<file path="src/rtl/spc_pkg.sv">
package spc_pkg;
  localparam int BANK_W = 16;
  localparam int NUM_CLK = 6;

  // bank layout
  localparam int EXT_IRQ_EN_BIT = 10;
  localparam int INT_MASK_BIT   = 11;
  localparam int OSC_SEL_LO     = 12;
  localparam int OSC_SEL_HI     = 13;

  // stop entry: keep bits 15:12, clear 11 and 9:0, set 10
  localparam logic [BANK_W-1:0] STOP_KEEP = 16'hF000;
  localparam logic [BANK_W-1:0] STOP_SET  = 16'h0400;

  typedef enum logic [1:0] {
    ST_RUN  = 2'b00,
    ST_STOP = 2'b01,
    ST_WAKE = 2'b10
  } pwrState_e;

  typedef struct packed {
    logic applyStop;
    logic wrAllow;
    logic oscOn;
    logic clkOn;
  } ctrlStrobe_t;
endpackage

</file>
<file path="src/rtl/spc_ctrl.sv">
module spc_ctrl
  import spc_pkg::*;
#(
  parameter int PORT_N = 4,
  parameter int DLY_W  = 8
) (
  input  logic              clk,
  input  logic              rstN,
  input  logic              stopReq,
  input  logic              irqPin,
  input  logic [PORT_N-1:0] portPins,
  input  logic              portIrqOpt,
  input  logic [DLY_W-1:0]  startDelay,
  input  logic              extIrqEn,
  output ctrlStrobe_t       strobe,
  output pwrState_e         state,
  output logic              wakeOut
);
  logic [DLY_W-1:0] dlyCnt;
  logic wakeHit;

  assign wakeHit = (irqPin && extIrqEn) || (portIrqOpt && (|portPins));

  always_ff @(posedge clk) begin
    if (!rstN) begin
      state   <= ST_RUN;
      dlyCnt  <= '0;
      wakeOut <= 1'b0;
    end else begin
      wakeOut <= 1'b0;
      case (state)
        ST_RUN: begin
          if (stopReq) state <= ST_STOP;
        end
        ST_STOP: begin
          if (wakeHit) begin
            state   <= ST_WAKE;
            dlyCnt  <= startDelay;
            wakeOut <= 1'b1;
          end
        end
        ST_WAKE: begin
          if (dlyCnt == '0) state <= ST_RUN;
          else dlyCnt <= dlyCnt - 1'b1;
        end
        default: state <= ST_RUN;
      endcase
    end
  end

  always_comb begin
    strobe.applyStop = (state == ST_RUN) && stopReq;
    strobe.wrAllow   = (state == ST_RUN) && !stopReq;
    strobe.oscOn     = (state != ST_STOP);
    strobe.clkOn     = (state == ST_RUN);
  end


  wake_entry_chk: assert property (@(posedge clk) disable iff (!rstN)
    (state == ST_STOP && wakeHit) |=> (state == ST_WAKE && wakeOut));

  stop_hold_chk: assert property (@(posedge clk) disable iff (!rstN)
    (state == ST_STOP && !wakeHit) |=> (state == ST_STOP && !wakeOut));

  wake_len_chk: assert property (@(posedge clk) disable iff (!rstN)
    (state == ST_WAKE && dlyCnt != '0) |=> (state == ST_WAKE && !wakeOut));

  state_legal_chk: assert property (@(posedge clk) disable iff (!rstN)
    state != 2'b11);
endmodule

</file>
<file path="src/rtl/spc_datapath.sv">
module spc_datapath
  import spc_pkg::*;
#(
  parameter logic [BANK_W-1:0] RESET_BANK = 16'h0800
) (
  input  logic              clk,
  input  logic              rstN,
  input  ctrlStrobe_t       strobe,
  input  logic              wrEn,
  input  logic [BANK_W-1:0] wrData,
  output logic [BANK_W-1:0] bank,
  output logic              oscExtEn,
  output logic              oscLpEn,
  output logic [NUM_CLK-1:0] clkEn
);
  logic extSel;

  always_ff @(posedge clk) begin
    if (!rstN) bank <= RESET_BANK;
    else if (strobe.applyStop) bank <= (bank & STOP_KEEP) | STOP_SET;
    else if (strobe.wrAllow && wrEn) bank <= wrData;
  end

  assign extSel   = (bank[OSC_SEL_HI:OSC_SEL_LO] == 2'b00);
  assign oscExtEn = strobe.oscOn && extSel;
  assign oscLpEn  = strobe.oscOn && !extSel;

  for (genvar g = 0; g < NUM_CLK; g++) begin : gen_gate
    assign clkEn[g] = strobe.clkOn;
  end


  stop_clear_chk: assert property (@(posedge clk) disable iff (!rstN)
    strobe.applyStop |=> (bank[9:0] == '0));

  stop_irq_chk: assert property (@(posedge clk) disable iff (!rstN)
    strobe.applyStop |=> (bank[EXT_IRQ_EN_BIT] && !bank[INT_MASK_BIT]));

  sel_keep_chk: assert property (@(posedge clk) disable iff (!rstN)
    strobe.applyStop |=> (bank[15:12] == $past(bank[15:12])));

  write_block_chk: assert property (@(posedge clk) disable iff (!rstN)
    (!strobe.wrAllow && !strobe.applyStop) |=> $stable(bank));

  osc_off_chk: assert property (@(posedge clk) disable iff (!rstN)
    !strobe.oscOn |-> (!oscExtEn && !oscLpEn));

  osc_onehot_chk: assert property (@(posedge clk) disable iff (!rstN)
    $onehot0({oscExtEn, oscLpEn}));
endmodule

</file>
<file path="src/rtl/stop_power_ctrl.sv">
module stop_power_ctrl
  import spc_pkg::*;
#(
  parameter int PORT_N = 4,
  parameter int DLY_W  = 8,
  parameter logic [15:0] RESET_BANK = 16'h0800
) (
  input  logic              clk,
  input  logic              rstN,
  input  logic              stopReq,
  input  logic              cfgWrEn,
  input  logic [15:0]       cfgWrData,
  input  logic              irqPin,
  input  logic [PORT_N-1:0] portPins,
  input  logic              portIrqOpt,
  input  logic [DLY_W-1:0]  startDelay,
  output logic [15:0]       ctrlBank,
  output logic              oscExtEn,
  output logic              oscLpEn,
  output logic [5:0]        clkEn,
  output logic              wakeOut,
  output logic [1:0]        pwrState
);
  ctrlStrobe_t strobe;
  pwrState_e   state;

  spc_ctrl #(.PORT_N(PORT_N), .DLY_W(DLY_W)) ctrl_i (
    .clk(clk), .rstN(rstN), .stopReq(stopReq), .irqPin(irqPin),
    .portPins(portPins), .portIrqOpt(portIrqOpt), .startDelay(startDelay),
    .extIrqEn(ctrlBank[EXT_IRQ_EN_BIT]), .strobe(strobe), .state(state),
    .wakeOut(wakeOut)
  );

  spc_datapath #(.RESET_BANK(RESET_BANK)) dp_i (
    .clk(clk), .rstN(rstN), .strobe(strobe), .wrEn(cfgWrEn),
    .wrData(cfgWrData), .bank(ctrlBank), .oscExtEn(oscExtEn),
    .oscLpEn(oscLpEn), .clkEn(clkEn)
  );

  assign pwrState = state;


  clk_gate_chk: assert property (@(posedge clk) disable iff (!rstN)
    (pwrState != 2'b00) |-> (clkEn == '0));
endmodule

</file>
<file path="config.mk">
export PLATFORM = sky130hd
export DESIGN_NAME = stop_power_ctrl
export DESIGN_NICKNAME = d
export VERILOG_FILES = /design/src/rtl/spc_pkg.sv /design/src/rtl/spc_ctrl.sv /design/src/rtl/spc_datapath.sv /design/src/rtl/stop_power_ctrl.sv
export SDC_FILE = /design/constraint.sdc
export NUM_CORES = 1
export LEC_CHECK = 0
export BUFFER_PORTS_ARGS = -buffer_cell sky130_fd_sc_hd__buf_2
export CAP_MARGIN = 20
export CELL_PAD_IN_SITES_DETAIL_PLACEMENT = 1
export CELL_PAD_IN_SITES_GLOBAL_PLACEMENT = 2
export CORE_ASPECT_RATIO = 0.9
export CORE_UTILIZATION = 25
export DETAILED_ROUTE_END_ITERATION = 10
export GPL_TIMING_DRIVEN = 0
export PLACE_DENSITY_LB_ADDON = 0.1
export REMOVE_ABC_BUFFERS = 1
export SYNTH_ARGS = -nofsm -noshare
export SYNTH_HDL_FRONTEND = slang
export SYNTH_SLANG_ARGS = --single-unit
export TNS_END_PERCENT = 10
</file>
<file path="constraint.sdc">
create_clock -name clk -period 2.05 [get_ports clk]
set_clock_uncertainty 0.1 [all_clocks]
set_input_delay 0.41 -clock clk [delete_from_list [all_inputs] [get_ports clk]]
set_output_delay 0.41 -clock clk [all_outputs]
set_load 0.02 [all_outputs]
</file>
Word level (Yosys, flattened, before mapping). Cells that the tools add are included.

Register bits after elaboration: 27.

Add/subtract/negate cells: 1. Equality and inequality tests: 7. Multiplexer cells: 10. Bitwise gates (word level): 2. Reduce and logical (&&, ||, !) cells: 21.

Operator list (number): 12-bit 2-to-1 mux (2); 8-bit 2-to-1 mux (2); 8-bit one-hot mux with 2 select lines (1); 8-bit zero test (1); 8-bit by 1-bit subtractor with 8-bit output (second input constant) (1); 1-bit logical AND (7); 2-bit 2-to-1 mux (3); 2-bit by 1-bit inequality test with 1-bit output (second input constant) (3); 2-bit one-hot mux with 3 select lines (1); 3-bit AND reduction (2); 2-bit zero test (2); 2-bit inequality test (second input constant) (2); 2-bit AND reduction (2); 2-bit nonzero test (2); 4-bit OR reduction (1); 2-bit by 1-bit equality test with 1-bit output (second input constant) (1); 2-bit equality test (second input constant) (1); 1-bit zero test (2); 1-bit NOT (2); 2-bit OR reduction (1); 1-bit logical OR (1); 1-bit 2-to-1 mux (1).

Logic depth before layout (Yosys ltp).
Depth after elaboration: 5. Depth in mapped cells: 8. Depth with buffers taken out: 6.

Hierarchy. A second synthesis with hierarchy kept.

Cells, all modules: 167. Area, all modules: 1546.5 µm².

Modules (own cells, without submodules): spc_ctrl (instances 1, cells an instance 85, area each 784.5 µm², seq. area each 220.2 µm²); spc_datapath (instances 1, cells an instance 82, area each 762.0 µm², seq. area each 320.3 µm²).

Worst setup path before layout. OpenSTA, ideal clock, no wires.

Kind: flip-flop to flip-flop. From: register ctrl_i.state[0]. To: register dp_i.bank[0]. Data arrival time: 1.797 ns. Setup slack: 0.081 ns. Cell stages (with the launch flop): 9. Cells stage by stage: dfxtp_1 -> inv_1 -> ha_1 -> nor2b_1 -> and2_1 -> clkbuf_1 -> buf_2 -> nand2_1 -> a21oi_1.

Longest elaborated chain between the ends: 3.

Ends and longest elaborated chain: start, declared (line spc_ctrl.sv:16) `output pwrState_e state,`; start signal, assigned (line spc_ctrl.sv:26) `state <= ST_RUN;`; start signal, assigned (line spc_ctrl.sv:33) `if (stopReq) state <= ST_STOP;`; start signal, assigned (line spc_ctrl.sv:37) `state <= ST_WAKE;`; 2-bit zero test (*); net clkEn[0] (line stop_power_ctrl.sv:20) `output logic [5:0] clkEn,`; 1-bit logical AND (on tied branches) (line spc_ctrl.sv:52, spc_ctrl.sv:53); 2-bit OR reduction (no source line) or 1-bit logical AND (tied branches); end signal, assigned (line spc_datapath.sv:20) `else if (strobe.applyStop) bank <= (bank & STOP_KEEP) | STOP_SET;`; end signal, assigned (line spc_datapath.sv:21) `else if (strobe.wrAllow && wrEn) bank <= wrData;`; end, declared (line spc_datapath.sv:11) `output logic [BANK_W-1:0] bank,`.

The timed path passes the listed nets; every way through them passes the cells marked *. A chain may end at the register's enable or synchronous reset.

Worst setup path after layout.
From: register ctrl_i.state[1]. To: output port oscExtEn.

Longest elaborated chain between the ends: 2.

Ends and longest elaborated chain: 2-bit by 1-bit inequality test with 1-bit output (line spc_ctrl.sv:54) `strobe.oscOn = (state != ST_STOP);`; 1-bit logical AND (line spc_datapath.sv:25) `assign oscExtEn = strobe.oscOn && extSel;`; end, declared (line stop_power_ctrl.sv:18) `output logic oscExtEn,`.

Every way passes these cells.

==> impl_metrics.env <==
export IMPL_status="finished, final reports clean"
export IMPL_power_ir_vdd_worst_uv=496.8
export IMPL_hpwl_um=2928
export IMPL_crit_path_start_kind="flop"
export IMPL_arrival_ns=1.34
export IMPL_hold_end="dp_i.bank[11]"
export IMPL_clkTransAtPathRegs_ns=0.10
export IMPL_grt_overflow=0
export IMPL_hp_start="cfgWrData[11]"
export IMPL_cts_sinks=27
export IMPL_syn2layout_area_growth_pct=24.18
export IMPL_clock_latency_ns=0.27
export IMPL_hold_viol=0
export IMPL_clock_power_share_pct=13.5
export IMPL_dieArea_sq_um=5955
export IMPL_whs_path_depth=3
export IMPL_power_density_nw_per_um2=1352
export IMPL_fillers=665
export IMPL_yosysWarnings=0
export IMPL_p_leak_uw=0.0007964
export IMPL_drt_first_pass_iters=2
export IMPL_hold_slack_ns=0.2609
export IMPL_r2r_end="ctrl_i.dlyCnt[3]"
export IMPL_ios=61
export IMPL_start_util_pct=26.41
export IMPL_core_area_sq_um=5349
export IMPL_worstSetupPathType="reg2out"
export IMPL_cts_resized=3
export IMPL_reg2reg_depth=6
export IMPL_p_sw_uw=1089
export IMPL_fmax_mhz=540.5
export IMPL_cts_path_max_buffers=2
export IMPL_cap_violations=0
export IMPL_post_cts_setup_buffers=0
export IMPL_grt_max_degree=23
export IMPL_ctsHoldBuffers=0
export IMPL_worstMarginPinSlew_ns=0.3964
export IMPL_nNetsFinal=262
export IMPL_cts_root_buffer="clkbuf_8"
export IMPL_rows=25
export IMPL_seqPwrFrac_pct=32.4
export IMPL_path_max_fanout=4
export IMPL_drv_slew=0
export IMPL_syn_inst=170
export IMPL_ys_types=38
export IMPL_synth_area_sq_um=1413
export IMPL_end_kind="output pin"
export IMPL_hold_path_class="in2reg"
export IMPL_wire_per_inst_um=13.55
export IMPL_drive_gt1_share_pct=34.55
export IMPL_synth_seq_cells=27
export IMPL_gp_congestion=0.6532
export IMPL_finalSetupViolations=0
export IMPL_ff_latch_area_sq_um=540.5
export IMPL_grt_pass1_vias=1403
export IMPL_grt_pass1_wl_um=6147
export IMPL_fin_util_pct=32.80
export IMPL_rrSetupSlack_ns=0.22
export IMPL_synth_avg_cell_area_sq_um=8.309
export IMPL_die_w_um=81.24
export IMPL_grt_usage_pct=13.61
export IMPL_wirelength_um=3888
export IMPL_htreeDepth=1
export IMPL_drt_iter0_markers=31
export IMPL_cts_tree="built"
export IMPL_drc=0
export IMPL_portBuffers=60
export IMPL_ant_nets=0
export IMPL_diodes=0
export IMPL_relSlewSlack_pct=73.57
export IMPL_finalCriticalPeriod_ns=1.850
export IMPL_swShare_pct=45.90
export IMPL_yosysSeqAreaShare_pct=38.26
export IMPL_vias=1343
export IMPL_fp_dieH_um=73.31
export IMPL_p_int_uw=1283
export IMPL_antenna_found_initial=0
export IMPL_vias_per_cell=4.679
export IMPL_post_route_period_util_pct=90.25
export IMPL_rsz0062_at_grt="false"
export IMPL_numCtsBuffers=3
export IMPL_crit_start="ctrl_i.state[1]"
export IMPL_cp_required_ns=1.54
export IMPL_r2r_start="ctrl_i.state[0]"
export IMPL_comb_power_share_pct=54.1
export IMPL_multiInputGateArea_sq_um=758.2
==> critical path, cell delays in order, from the launching register on <==
cell	delay [ns]
dfxtp_1	0.39
inv_1	0.11
ha_1	0.25
nor3_1	0.13
buf_2	0.18
==> cells in the mapped netlist <==
cell           count  area share, %
buf_4              6            3.2
a31o_1             1           0.62
nand4_2            1           0.89
a21oi_1           14            5.0
nand3_1            4            1.4
nor4_4             1            1.5
o21ai_1            2           0.71
dfxtp_1           27             38
buf_6              2            1.6
nor2_1             9            2.4
xnor2_1            1           0.62
a21boi_1           2            1.1
or3_2              1           0.53
o41ai_2            1            1.2
o21bai_1           1           0.53
a21boi_0           4            2.1
a211o_1            4            2.5
o221a_2            1           0.80
a21boi_2           1           0.80
and3_1             1           0.44
o22a_1             1           0.62
clkbuf_1           2           0.53
clkbuf_4           1           0.53
nand2_1           44             12
and2_1             1           0.44
a31o_2             1           0.62
nand3b_4           1            1.4
a22oi_1            1           0.53
o311a_1            1           0.71
dlygate4sd1_1      1           0.62
inv_1              6            1.6
xor2_1             4            2.5
o21ai_0            6            2.1
nor3_1             2           0.71
nor2b_1            3            1.3
a211oi_1           2            1.1
buf_2              2           0.71
ha_1               7            6.2
==> per-layer routing <==
metal | up-vias | global-route usage (%) | wire [um]
met2 | 38 | 24.65 | 1958
li1 | 665 | - | -
met3 | 2 | 2.609 | 205
met5 | - | 0 | 0
met1 | 638 | 16.32 | 1704
met4 | 0 | 3.571 | 20
==> per-stage QoR <==
| step | cell area [sq um] | total power (uW) | TNS (ns) | setup slack (ns) | std cells |
|---|---|---|---|---|---|
| detailed placement | 1695 | 2074 | -0.5785 | -0.07149 | 283 |
| global route | 1754 | 2569 | 0 | 0.02141 | 287 |
| finish | 1754 | 2372 | 0 | 0.1998 | 287 |
| floorplan | 1311 | 1686 | -7.342 | -0.4500 | 156 |
| CTS | 1750 | 2415 | 0 | 0.07129 | 287 |
| global placement | 1695 | 2021 | 0 | 0.007255 | 283 |
==> cell families after synthesis <==
family	Yosys count	share of synthesized area [%]
AO/OA/AOI/OAI	43	20.90
XOR/XNOR	5	3.100
adder cells (fa/ha/maj)	7	6.200
buffers and inverters	20	8.769
flip-flops	27	38.26
AND/OR/NAND/NOR	68	22.76
==> power groups by stage <==
stage	Sequential, uW	Clock (uW)	Combinational (uW)
2_1_floorplan	819	0	867
3_3_place_gp	776	0	1250
3_5_place_dp	783	0	1290
4_1_cts	772	340	1300
5_1_grt	789	361	1420
6_report	768	320	1280
==> cell usage in the layout, fill, tap and decap left out, drive strengths merged <==
cell type	instances
xor2	4
o21ai	8
clkbuf	3
or3	1
buf	60
a211oi	2
o21bai	1
a31o	2
o41ai	1
nand3b	1
o221a	1
nand4	1
nor2b	3
nand2	44
xnor2	1
a21oi	14
nand3	4
a22oi	1
a21boi	7
ha	7
nor2	9
o311a	1
and3	1
dfxtp	27
a211o	4
nor4	1
o22a	1
nor3	2
clkinvlp	1
and2	1
inv	6
==> registers in the layout (all words and copies together) (netlist names) <==
signal	flops
ctrl_i.state	2
ctrl_i.wakeOut	1
dp_i.bank	16
ctrl_i.dlyCnt	8
==> area by class of cell <==
class	count	share of cell area [%]
Multi-Input combinational cell	123	43.22
Clock buffer	3	2.354
Sequential cell	27	30.81
Timing Repair Buffer	60	17.12
Clock inverter	1	0.4280
Inverter	6	1.284
Tap cell	67	4.779
==> worst max path at each step <==
stage | endpoint | slack (ns) | depth (start not counted)
6_report | oscExtEn | 0.20 | 4
5_1_grt | dp_i.bank[10] | 0.02 | 6
4_1_cts | dp_i.bank[13] | 0.07 | 6
3_5_place_dp | ctrl_i.dlyCnt[3] | -0.07 | 6
3_3_place_gp | ctrl_i.dlyCnt[3] | 0.007 | 6
2_1_floorplan | dp_i.bank[12] | -0.45 | 6
Power figures use the tool's default switching activity.
